File: config.mk
export PLATFORM = sky130hd
export DESIGN_NAME = mdio_master
export DESIGN_NICKNAME = d
export VERILOG_FILES = /design/src/rtl/mdio_master_pkg.sv /design/src/rtl/mdio_mdc_gen.sv /design/src/rtl/mdio_frame_engine.sv /design/src/rtl/mdio_master.sv
export SDC_FILE = /design/constraint.sdc
export NUM_CORES = 1
export LEC_CHECK = 0
export ABC_CLOCK_PERIOD_IN_PS = 7000
export BUFFER_PORTS_ARGS = -buffer_cell sky130_fd_sc_hd__buf_2
export CAP_MARGIN = 5
export CORE_MARGIN = 5
export CORE_UTILIZATION = 45
export DETAILED_ROUTE_END_ITERATION = 7
export GPL_TIMING_DRIVEN = 0
export PLACE_DENSITY = 0.65
export SETUP_SLACK_MARGIN = 0.4
export SYNTH_ARGS = -nofsm -noshare
export SYNTH_HDL_FRONTEND = slang
export SYNTH_SLANG_ARGS = --single-unit
File: constraint.sdc
create_clock -name clk -period 7 [get_ports clk]
set_input_delay 0.7 -clock clk [delete_from_list [all_inputs] [get_ports clk]]
set_output_delay 0.7 -clock clk [all_outputs]
set_load 0.005 [all_outputs]
File: src/rtl/mdio_master_pkg.sv
package mdio_master_pkg;

    localparam int REG_W     = 16;
    localparam int RA_W      = 3;
    localparam int FRAME_LEN = 64;
    localparam int IDX_W     = $clog2(FRAME_LEN);
    localparam int TA_POS    = 46;
    localparam int DATA_POS  = 48;
    localparam int HALF_W    = 5;
    localparam int SEL_W     = 3;
    localparam int HOLD_BIT  = 7;

    typedef enum logic [RA_W-1:0] {
        RA_CFG = 3'd0,
        RA_CMD = 3'd1,
        RA_ADR = 3'd2,
        RA_WDT = 3'd3,
        RA_RDT = 3'd4,
        RA_BSY = 3'd5
    } reg_addr_e;

    typedef struct packed {
        logic        rd;
        logic [4:0]  phy;
        logic [4:0]  regn;
        logic [15:0] data;
    } xact_t;

    // half of the MDC period, in system cycles
    function automatic logic [HALF_W-1:0] half_period(input logic [SEL_W-1:0] sel);
        case (sel)
            3'd0:    return HALF_W'(3);
            3'd1:    return HALF_W'(5);
            3'd2:    return HALF_W'(14);
            default: return HALF_W'(29);
        endcase
    endfunction

    function automatic logic [FRAME_LEN-1:0] build_frame(input xact_t x);
        return {32'hFFFF_FFFF, 2'b01,
                (x.rd ? 2'b10 : 2'b01),
                x.phy, x.regn,
                (x.rd ? 2'b11 : 2'b10),
                (x.rd ? 16'hFFFF : x.data)};
    endfunction

endpackage

File: src/rtl/mdio_mdc_gen.sv
module mdio_mdc_gen
    import mdio_master_pkg::*;
(
    input  logic             clk,
    input  logic             rst,
    input  logic             run,
    input  logic [SEL_W-1:0] sel,
    output logic             mdc,
    output logic             rise_stb,
    output logic             fall_stb
);
    logic [HALF_W-1:0] cnt;
    logic [HALF_W-1:0] half_m1;
    logic              term;

    assign half_m1  = half_period(sel) - HALF_W'(1);
    assign term     = run && (cnt == half_m1);
    assign rise_stb = term && !mdc;
    assign fall_stb = term && mdc;

    always_ff @(posedge clk) begin
        if (rst || !run) begin
            cnt <= '0;
            mdc <= 1'b0;
        end else if (term) begin
            cnt <= '0;
            mdc <= ~mdc;
        end else begin
            cnt <= cnt + HALF_W'(1);
        end
    end


    mdc_quiet_chk: assert property (@(posedge clk) disable iff (rst)
        !run |=> !mdc);

endmodule

File: src/rtl/mdio_frame_engine.sv
module mdio_frame_engine
    import mdio_master_pkg::*;
(
    input  logic                 clk,
    input  logic                 rst,
    input  logic                 hold,
    input  logic                 start,
    input  logic                 start_rd,
    input  logic [FRAME_LEN-1:0] frame,
    input  logic                 rise_stb,
    input  logic                 fall_stb,
    input  logic                 mdio_i,
    output logic                 active,
    output logic                 mdio_o,
    output logic                 mdio_oe,
    output logic                 rd_valid,
    output logic [15:0]          rd_data
);
    localparam logic [IDX_W-1:0] LAST_IDX = IDX_W'(FRAME_LEN - 1);
    localparam logic [IDX_W-1:0] TA_IDX   = IDX_W'(TA_POS);
    localparam logic [IDX_W-1:0] DAT_IDX  = IDX_W'(DATA_POS);

    logic [FRAME_LEN-1:0] sh;
    logic [IDX_W-1:0]     idx;
    logic                 rd;

    assign mdio_o  = sh[FRAME_LEN-1];
    assign mdio_oe = active && !(rd && (idx >= TA_IDX));

    always_ff @(posedge clk) begin
        if (rst) begin
            active   <= 1'b0;
            sh       <= '1;
            idx      <= '0;
            rd       <= 1'b0;
            rd_data  <= '0;
            rd_valid <= 1'b0;
        end else begin
            rd_valid <= 1'b0;
            if (hold) begin
                active <= 1'b0;
            end else if (!active) begin
                if (start) begin
                    active <= 1'b1;
                    sh     <= frame;
                    idx    <= '0;
                    rd     <= start_rd;
                end
            end else begin
                if (rise_stb && rd && (idx >= DAT_IDX))
                    rd_data <= {rd_data[14:0], mdio_i};
                if (fall_stb) begin
                    if (idx == LAST_IDX) begin
                        active   <= 1'b0;
                        rd_valid <= rd;
                    end else begin
                        idx <= idx + IDX_W'(1);
                        sh  <= {sh[FRAME_LEN-2:0], 1'b1};
                    end
                end
            end
        end
    end


    release_chk: assert property (@(posedge clk) disable iff (rst)
        !active |-> !mdio_oe);


    out_stable_chk: assert property (@(posedge clk) disable iff (rst)
        (active && !fall_stb) |=> $stable(mdio_o));


    hold_stop_chk: assert property (@(posedge clk) disable iff (rst)
        hold |=> !active);

endmodule

File: src/rtl/mdio_master.sv
module mdio_master
    import mdio_master_pkg::*;
(
    input  logic             clk,
    input  logic             rst,
    input  logic [RA_W-1:0]  reg_addr,
    input  logic             reg_we,
    input  logic [REG_W-1:0] reg_wdata,
    input  logic             reg_re,
    output logic [REG_W-1:0] reg_rdata,
    output logic             mdc,
    output logic             mdio_o,
    output logic             mdio_oe,
    input  logic             mdio_i
);
    logic [SEL_W-1:0] cfg_sel;
    logic             cfg_hold;
    logic             cmd_q;
    logic [REG_W-1:0] addr_q;
    logic [REG_W-1:0] wdata_q;
    logic [15:0]      rdata_q;

    logic             busy;
    logic             wr_cmd, wr_wdt, trig_rd, trig_wr, trig;
    xact_t            xact;
    logic             rise_stb, fall_stb;
    logic             rd_valid;
    logic [15:0]      rd_data;
    logic             unused_addr_bits;

    assign unused_addr_bits = ^{addr_q[15:13], addr_q[7:5]};

    assign wr_cmd  = reg_we && (reg_addr == RA_CMD) && !busy;
    assign wr_wdt  = reg_we && (reg_addr == RA_WDT) && !busy;
    assign trig_rd = wr_cmd && reg_wdata[0] && !cfg_hold;
    assign trig_wr = wr_wdt && !cfg_hold;
    assign trig    = trig_rd || trig_wr;

    always_comb begin
        xact.rd   = trig_rd;
        xact.phy  = addr_q[12:8];
        xact.regn = addr_q[4:0];
        xact.data = reg_wdata;
    end

    always_ff @(posedge clk) begin
        if (rst) begin
            cfg_sel  <= '0;
            cfg_hold <= 1'b0;
            cmd_q    <= 1'b0;
            addr_q   <= '0;
            wdata_q  <= '0;
            rdata_q  <= '0;
        end else begin
            if (reg_we && (reg_addr == RA_CFG)) begin
                cfg_sel  <= reg_wdata[SEL_W-1:0];
                cfg_hold <= reg_wdata[HOLD_BIT];
            end
            if (reg_we && (reg_addr == RA_ADR))
                addr_q <= reg_wdata;
            if (wr_cmd)
                cmd_q <= reg_wdata[0];
            if (wr_wdt)
                wdata_q <= reg_wdata;
            if (rd_valid)
                rdata_q <= rd_data;
        end
    end

    always_ff @(posedge clk) begin
        if (rst) begin
            reg_rdata <= '0;
        end else if (reg_re) begin
            case (reg_addr)
                RA_CFG:  reg_rdata <= {8'h00, cfg_hold, 4'h0, cfg_sel};
                RA_CMD:  reg_rdata <= {15'h0000, cmd_q};
                RA_ADR:  reg_rdata <= addr_q;
                RA_WDT:  reg_rdata <= wdata_q;
                RA_RDT:  reg_rdata <= rdata_q;
                RA_BSY:  reg_rdata <= {15'h0000, busy};
                default: reg_rdata <= '0;
            endcase
        end
    end

    mdio_mdc_gen u_mdc_gen (
        .clk      (clk),
        .rst      (rst),
        .run      (busy && !cfg_hold),
        .sel      (cfg_sel),
        .mdc      (mdc),
        .rise_stb (rise_stb),
        .fall_stb (fall_stb)
    );

    mdio_frame_engine u_engine (
        .clk      (clk),
        .rst      (rst),
        .hold     (cfg_hold),
        .start    (trig),
        .start_rd (trig_rd),
        .frame    (build_frame(xact)),
        .rise_stb (rise_stb),
        .fall_stb (fall_stb),
        .mdio_i   (mdio_i),
        .active   (busy),
        .mdio_o   (mdio_o),
        .mdio_oe  (mdio_oe),
        .rd_valid (rd_valid),
        .rd_data  (rd_data)
    );


    busy_launch_chk: assert property (@(posedge clk) disable iff (rst)
        trig |=> busy);


    ignore_wdt_chk: assert property (@(posedge clk) disable iff (rst)
        (busy && reg_we && (reg_addr == RA_WDT)) |=> $stable(wdata_q));


    mdc_low_idle_chk: assert property (@(posedge clk) disable iff (rst)
        !busy |-> !mdc);

endmodule

Yosys cells after proc, flatten, opt, wreduce, memory -nomap -nowiden --
Index checks and enable logic that the tools add are counted.
Cells by class: add/subtract/negate cells 3, bitwise operators 5, equal/unequal tests 11, magnitude comparators 2, reduce and logical (&&, ||, !) cells 33, mux-type cells 17
Operator list (count):
- 64-bit two-way mux | 4
- 16-bit one-hot mux with 6 select lines | 1
- 6-bit two-way mux | 4
- 1-bit logical AND | 17
- 16-bit two-way mux | 1
- 5-bit one-hot mux with 3 select lines | 1
- 6-bit >= comparator, second input constant | 2
- 3-bit by 2-bit equality test with 1-bit output, second input constant | 3
- 6-bit by 1-bit adder with 6-bit output, second input constant | 1
- 3-bit by 1-bit equality test with 1-bit output, second input constant | 2
- 3-bit equality test, second input constant | 2
- 6-bit equality test, second input constant | 1
- 3-bit logical NOT | 2
- 3-bit AND reduction | 2
- 5-bit by 1-bit adder with 5-bit output, second input constant | 1
- 5-bit equality test | 1
- 1-bit logical NOT | 5
- 1-bit two-way mux | 5
- 1-bit NOT | 5
- 5-bit OR reduction | 1
- 5-bit by 1-bit subtractor with 5-bit output, second input constant | 1
- 2-bit != test, second input constant | 2
- 4-bit AND reduction | 1
- 2-bit OR reduction | 2
- other kinds (3) | 4
Word-level totals: register bits 164, bits of input ports 24

Depth between registers and ports, before layout --
Gate-level depths: netlist (run 1).
depth in word-level cells 9, mapped depth 11

Modules after synthesis --
Synthesis (run 1) repeated with hierarchy kept, for this count alone.
Unflattened totals: cells, all modules 807, area total of the unflattened synthesis 7593.5 um^2
Modules (own cells, without submodules):
- mdio_frame_engine | area an instance 3913.8 um^2, cells an instance 401, instances 1
- mdio_master | area an instance 3060.4 um^2, cells an instance 339, instances 1
- mdio_mdc_gen | area an instance 619.3 um^2, cells an instance 67, instances 1

Least setup slack after synthesis (run 1) --
Ideal clock, no wire load.
path kind reg2reg, start point register cfg_sel[2], end point register u_engine.rd_data[10], path buffers 3, data arrival time 2702 ps, library setup time 72 ps, period minus slack after synthesis 2774 ps, data required time 6928 ps, path slack 4226 ps, cell stages (with the launch flop) 10, path through dfxtp_1 buf_2 or2_2 ha_1 xnor2_1 or4_1 buf_2 nor4_4 buf_6 mux2i_1
On the way: word-level cells in the longest chain between the ends 9
RTL lines:
- start: declaration | line mdio_master.sv:16 | logic [SEL_W-1:0] cfg_sel;
- start signal: assignment | line mdio_master.sv:56 | cfg_sel <= reg_wdata[SEL_W-1:0];
- 3-bit by 2-bit equality test with 1-bit output (tied with other cells) | line mdio_master_pkg.sv:31 | case (sel)
- 5-bit one-hot mux with 3 select lines (*) | line mdio_master_pkg.sv:31
- 5-bit by 1-bit subtractor with 5-bit output (*) | line mdio_mdc_gen.sv:16 | assign half_m1 = half_period(sel) - HALF_W'(1);
- 5-bit equality test (*) | line mdio_mdc_gen.sv:17 | assign term = run && (cnt == half_m1);
- 1-bit logical AND (*) | line mdio_mdc_gen.sv:17
- 1-bit logical AND (*) | line mdio_mdc_gen.sv:18 | assign rise_stb = term && !mdc;
- 1-bit logical AND (*) (2 in series) | line mdio_frame_engine.sv:50 | if (rise_stb && rd && (idx >= DAT_IDX))
- 3-bit AND reduction (no line) (*)
- end signal: assignment | line mdio_frame_engine.sv:51 | rd_data <= {rd_data[14:0], mdio_i};
- end: declaration | line mdio_frame_engine.sv:17 | output logic [15:0] rd_data
Mark *: on every way between the ends. The rest lies on a longest branch, timed or not. A chain may end at the register's enable or synchronous reset.

Final worst setup path (run 1) --
start point register cfg_sel[1], end point register u_engine.rd_data[7]
The elaborated chain is that of the path after synthesis.

==> impl_metrics.py, run 1 <==
metrics = {
    "sta": {
        "min_period_over_period_pct": 46.0,
        "relSlewSlack_pct": 35.1,
        "setup_tns_ps": 0,
        "max_freq_ghz": 0.311,
        "rsz0062_at_grt": "no",
        "setup_viol": 0,
        "finalClockSkew_ps": 9.96,
        "hold_viol": 0,
        "slew_viol_final": 0,
        "worstMarginPinSlew_ps": 973,
        "min_period_ps": 3220,
    },
    "detailed_routing": {
        "drt_wl_total_um": 21300,
        "wl_per_cell_um": 18.0,
        "ant_nets": 0,
        "drtIter0Drc": 539,
        "drc_errors": 0,
        "drt_pass1_iterations": 5,
        "avgViaCountPerCell": 5.85,
        "vias": 6909,
    },
    "place": {
        "place_congestion": 0.924,
        "place.port_buffers": 40,
        "hpwl_um": 15400,
        "placed_cell_area_sq_um": 8100,
    },
    "setup_path": {
        "critical_path_class": "register to register",
        "cp-start-kind": "register",
        "worstPathArrival_ps": 3580,
        "cp-startpoint": "cfg_sel[1]$_SDFFE_PP0P_",
        "cp_max_fo": 10,
        "r2r-start": "cfg_sel[1]$_SDFFE_PP0P_",
        "cp-end-kind": "register",
        "cp.required_ps": 7370,
    },
    "yosys": {
        "synth-seq-cells": 164,
        "ys_types": 54,
        "async_reset_ff_share_pct": 0,
        "synthFlopType": "dfxtp_1",
        "synth_edf_count": 0,
        "syn_area_per_cell_sq_um": 8.58,
        "synth_fp_nets": 916,
        "netlist_instances": 889,
        "seq_area_frac_synth_pct": 43.1,
        "syn_area_sq_um": 7620,
        "yosys_warnings": 0,
    },
    "clock_network": {
        "hold_buffers": 0,
        "root_buffer": "clkbuf_16",
        "cts_max_path_buffers": 2,
        "clkTransAtPathRegs_ps": 70,
        "cts_setup_buffers": 0,
        "h-tree-depth": 4,
        "cts_num_sinks": 164,
        "cts_buffers": 17,
        "cts_tree": "done",
        "post_cts_resized": 0,
        "insertion_delay_ps": 440,
    },
    "global_routing": {
        "grt_pass1_vias": 6509,
        "grt_max_degree": 19,
        "grt_usage_pct": 21.7,
        "antenna_found_initial": 0,
        "grt_pass1_wl_um": 34700,
        "grt-ovfl-total": 0,
    },
    "floorplanning": {
        "die-area_sq_um": 19600,
        "core-area_sq_um": 16600,
        "num_rows": 47,
        "io_pins": 43,
        "start_util_pct": 46.0,
        "die_w_um": 140,
        "die_h_um": 140,
    },
    "cells_and_area": {
        "antenna_cells": 0,
        "fin_area_sq_um": 8700,
        "ff_latch_area_sq_um": 3280,
        "fin_nets": 976,
        "multi_input_comb_area_sq_um": 3990,
        "num-fill-cells": 1627,
        "syn_to_final_growth_pct": 14.1,
        "drive_gt1_share_pct": 9.04,
    },
    "worst_hold_path": {
        "hp-start": "wdata_q[6]$_SDFFE_PP0P_",
        "hold_path_class": "register to register",
    },
    "power_and_ir_drop": {
        "vdd_ir_drop_max_v": 0.000186,
        "leakagePower_nw": 2.83,
        "powerDensity_nw_per_um2": 242,
    },
    "job": {
        "cap_violations": 0,
    },
    "outcome": {
        "status": "completed",
    },
}
## layout by cell type (no fill, tap or decap), types with 10 or more instances in the layout
cell,count
a2111oi_0,10
a211oi_1,28
a21oi_1,71
a311oi_1,10
buf_2,44
clkbuf_1,71
clkbuf_16,17
dfxtp_1,164
mux2i_1,85
nand2_1,122
nor2_1,83
nor2b_1,29
nor3_1,25
nor4_1,18
o2111ai_1,15
o21ai_0,22
o2bb2ai_1,12
o41ai_1,24
## per-layer routing
layer	wire (um)	vias to the layer above	track usage [%]
li1	-	3390	-
met1	9930	3268	30.1
met2	9450	210	32.7
met3	1430	41	6.10
met4	437	0	6.88
met5	0	-	0
## metrics by stage
stage	hold slack, ps	std cells	power, W	utilization, %	worst slack, ps
CTS	458	1181	0.00211	52.4	3760
floorplan	434	889	0.00113	-	4230
global route	478	1182	0.00218	52.4	3470
finish	457	1182	0.00210	52.4	3780
detailed placement	449	1149	0.00119	48.8	3790
global placement	442	1149	0.00119	48.8	3790
## flip-flops by register name, summed over array words and instances, names as in the netlist, 3 cells and up
register	cells
addr_q	16
u_engine.sh	64
u_engine.idx	6
reg_rdata	16
wdata_q	16
u_engine.rd_data	16
cfg_sel	3
u_mdc_gen.cnt	5
rdata_q	16
## logic make-up after synthesis
family	after synthesis	synth area share (%)
adder cells (fa/ha/maj)	3	0.492
flip-flops	164	43.1
AO/OA/AOI/OAI	221	19.9
multiplexers	87	11.5
AND/OR/NAND/NOR	320	19.7
XOR/XNOR	7	0.804
buffers and inverters	87	4.61
## final timing paths
| check | to | cells after the start | slack, ps |
|---|---|---|---|
| max | u_engine.rd_data[7]$_SDFFE_PP0P_ | 10 | 3780 |
| min | wdata_q[6]$_SDFFE_PP0P_ | 2 | 460 |
| max reg2reg | u_engine.rd_data[7]$_SDFFE_PP0P_ | 10 | 3780 |
| min reg2reg | wdata_q[6]$_SDFFE_PP0P_ | 2 | 460 |
## Yosys cell counts, types with 10 or more instances
cell type	n	area share, %
o21ai_0	22	1.4
a21oi_1	71	4.7
nor4_1	18	1.5
a311oi_1	10	1.1
nor2_1	83	4.1
o41ai_1	24	2.8
o2bb2ai_1	12	1.4
dfxtp_1	164	43
nor2b_1	29	2.4
nand2_1	122	6.0
o2111ai_1	15	1.7
a2111oi_0	10	1.1
clkbuf_1	70	3.4
mux2i_1	85	11
nor3_1	25	1.6
a211oi_1	28	2.8
## power by group
part	switching, W	internal, W	total, W
clock	0.000446	0.000478	0.000924
sequential	0.0000294	0.000971	0.00100
combinational	0.000114	0.0000633	0.000177
total	0.000589	0.00151	0.00210
## worst max-delay path, cell delays in order (launching register included)
cell and delay (ps):
dfxtp_1 310, clkbuf_2 190, nor3b_1 290, ha_1 240
xor2_1 190, xnor2_1 140, or4_1 390, buf_2 190
nor4_4 750, buf_6 270, mux2i_1 190
## cell type report
type	count	area share, %
multi-input combinational	638	45.9
clock inverter	14	1.87
timing repair buffer	41	2.36
sequential	164	37.8
inverter	3	0.129
buffer	84	3.91
tap	220	3.17
clock buffer	18	4.94
Note: power is estimated with default switching activity, not from simulation.
==> inputs of run 2 (changes only) <==
Settings changed: ABC_CLOCK_PERIOD_IN_PS 7000 to 2800, PLACE_DENSITY 0.65 to 0.67.
Clock period 7 ns to 2.8 ns, I/O delays scaled along.
==> impl_metrics.py, run 2 (synthesis gave the netlist of run 1 again) <==
metrics = {
    "setup_path": {
        "cp-end-kind": "register",
        "worstPathArrival_ps": 2980,
        "cp.required_ps": 3160,
        "worstSetupEndpoint": "u_engine.sh[44]$_SDFFE_PP1P_",
        "slowest_stage": "or4_4",
        "cp_max_fo": 7,
        "r2r-start": "cfg_sel[2]$_SDFFE_PP0P_",
        "cp-startpoint": "cfg_sel[2]$_SDFFE_PP0P_",
        "cp-start-kind": "register",
        "worst_path_largest_cell_delay_ps": 530,
        "r2r-end": "u_engine.sh[44]$_SDFFE_PP1P_",
        "cp_num_buf_inv": 5,
        "worstSetupPathDepth": 11,
        "crit_path_frequent_cell": "buf_6",
        "path_cells": "buf_6 > or2_4 > ha_4 > xnor2_4 > or4_4 > buf_6 > nor3_4 > buf_6 > buf_6 > buf_16 > mux2i_2",
        "critical_path_class": "register to register",
        "path_delay_family": "simple AND/OR/NAND/NOR gates",
        "r2r_setup_slack_ps": 180,
        "reg2reg_depth": 11,
    },
    "sta": {
        "relSlewSlack_pct": 50.6,
        "min_period_over_period_pct": 93.4,
        "max_freq_ghz": 0.382,
        "min_period_ps": 2620,
        "rsz0062_at_grt": "yes",
        "setup_tns_ps": 0,
        "setup_viol": 0,
        "finalClockSkew_ps": 10.5,
        "hold_viol": 0,
        "worstMarginPinSlew_ps": 741,
        "slew_viol_final": 0,
    },
    "cells_and_area": {
        "multi_input_comb_area_sq_um": 4540,
        "largest_register_ffs": 64,
        "syn_to_final_growth_pct": 29.9,
        "antenna_cells": 0,
        "ff_latch_area_sq_um": 3290,
        "regMostFlops": "u_engine.sh",
        "fin_area_sq_um": 9900,
        "fin_nets": 1009,
        "final_cell_mix": "162 x dfxtp_1, 119 x nand2_1, 82 x nor2_1, 82 x mux2i_1, 70 x a21oi_1",
        "mostFrequentLayoutCell": "dfxtp_1",
        "drive_gt1_share_pct": 20.2,
        "num-fill-cells": 1437,
    },
    "clock_network": {
        "cts_buffers": 17,
        "clkTransAtPathRegs_ps": 70,
        "insertion_delay_ps": 440,
        "root_buffer": "clkbuf_16",
        "h-tree-depth": 4,
        "cts_tree": "done",
        "cts_max_path_buffers": 2,
        "cts_num_sinks": 164,
    },
    "global_routing": {
        "grt.met1_usage_pct": 33.2,
        "gr-usage-met2_pct": 34.6,
        "antenna_found_initial": 0,
        "grt-ovfl-total": 0,
        "use_met3_pct": 4.33,
        "grt_pass1_wl_um": 36600,
        "grt_usage_pct": 22.9,
        "grt_max_degree": 17,
        "grt_pass1_vias": 6841,
        "grt-busiest-layer": "met2",
    },
    "worst_hold_path": {
        "whs_path_depth": 3,
        "hold_path_class": "input port to register",
    },
    "detailed_routing": {
        "drt_wl_total_um": 23300,
        "drt_pass1_iterations": 6,
        "wl_per_cell_um": 19.2,
        "ant_nets": 0,
        "drc_errors": 0,
        "vias": 7265,
        "avgViaCountPerCell": 5.98,
        "drtIter0Drc": 783,
    },
    "floorplanning": {
        "die_h_um": 140,
        "start_util_pct": 46.0,
        "io_pins": 43,
        "die_w_um": 140,
        "die-area_sq_um": 19600,
        "core-area_sq_um": 16600,
        "num_rows": 47,
    },
    "place": {
        "place_congestion": 0.910,
        "placed_cell_area_sq_um": 8180,
        "place.port_buffers": 40,
        "hpwl_um": 15200,
    },
    "outcome": {
        "status": "completed",
    },
    "power_and_ir_drop": {
        "leakagePower_nw": 3.53,
        "vdd_ir_drop_max_v": 0.000459,
        "powerDensity_nw_per_um2": 564,
    },
    "job": {
        "cap_violations": 0,
    },
}
-- run 2: worst min path at each step --
stage / endpoint / slack (ps) / from
after floorplan: addr_q[13]$_SDFFE_PP0P_ / 420 / reg_wdata[13]
after global placement: wdata_q[4]$_SDFFE_PP0P_ / 440 / wdata_q[4]$_SDFFE_PP0P_
after detailed placement: addr_q[5]$_SDFFE_PP0P_ / 450 / addr_q[5]$_SDFFE_PP0P_
after CTS: addr_q[12]$_SDFFE_PP0P_ / 100 / reg_wdata[12]
after global routing: wdata_q[6]$_SDFFE_PP0P_ / 120 / reg_wdata[6]
final: addr_q[12]$_SDFFE_PP0P_ / 110 / reg_wdata[12]
-- run 2: timing repair --
action | 4_1_cts | 5_1_grt
hold buffers | 0 | 0
hold endpoints to repair | 0 | 0
gates resized for setup | 71 | 96
endpoints found under the setup margin | 113 | 107
pin swaps | 7 | 17
setup buffers | 18 | 9
cloned | 4 | 2
-- run 2: per-layer routing --
| layer | wire (um) | vias up |
|---|---|---|
| li1 | - | 3448 |
| met1 | 10500 | 3477 |
| met2 | 10600 | 291 |
| met3 | 1740 | 49 |
| met4 | 468 | 0 |
| met5 | 0 | - |
-- run 2: stage by stage --
step	utilization (%)	hold WS, ps	power [W]	worst slack, ps	instances
floorplan	-	416	0.00284	242	889
global route	59.7	120	0.00574	101	1215
detailed placement	49.3	446	0.00299	-184	1149
finish	59.7	114	0.00558	185	1215
CTS	56.7	104	0.00552	172	1203
global placement	49.3	441	0.00299	-137	1149
-- run 2: area by class of cell --
cell class,count,area share [%]
multi-input cells,638,45.9
clock inverters,14,1.90
repair buffers,74,6.40
well taps,220,2.78
inverters,3,0.114
plain buffers,84,5.32
flip-flops and latches,164,33.2
clock buffers,18,4.44
-- run 2: worst reg2reg max path, cell delays in order (launching register included) --
cell and delay [ps]:
dfxtp_1 310, buf_6 120, or2_4 230, ha_4 260
xnor2_4 140, or4_4 530, buf_6 160, nor3_4 170
buf_6 190, buf_6 130, buf_16 110, mux2i_2 190
-- run 2: power by group --
part	switching (W)	internal, W
sequential	0.0000752	0.00243
combinational	0.000335	0.000200
clock	0.00109	0.00146
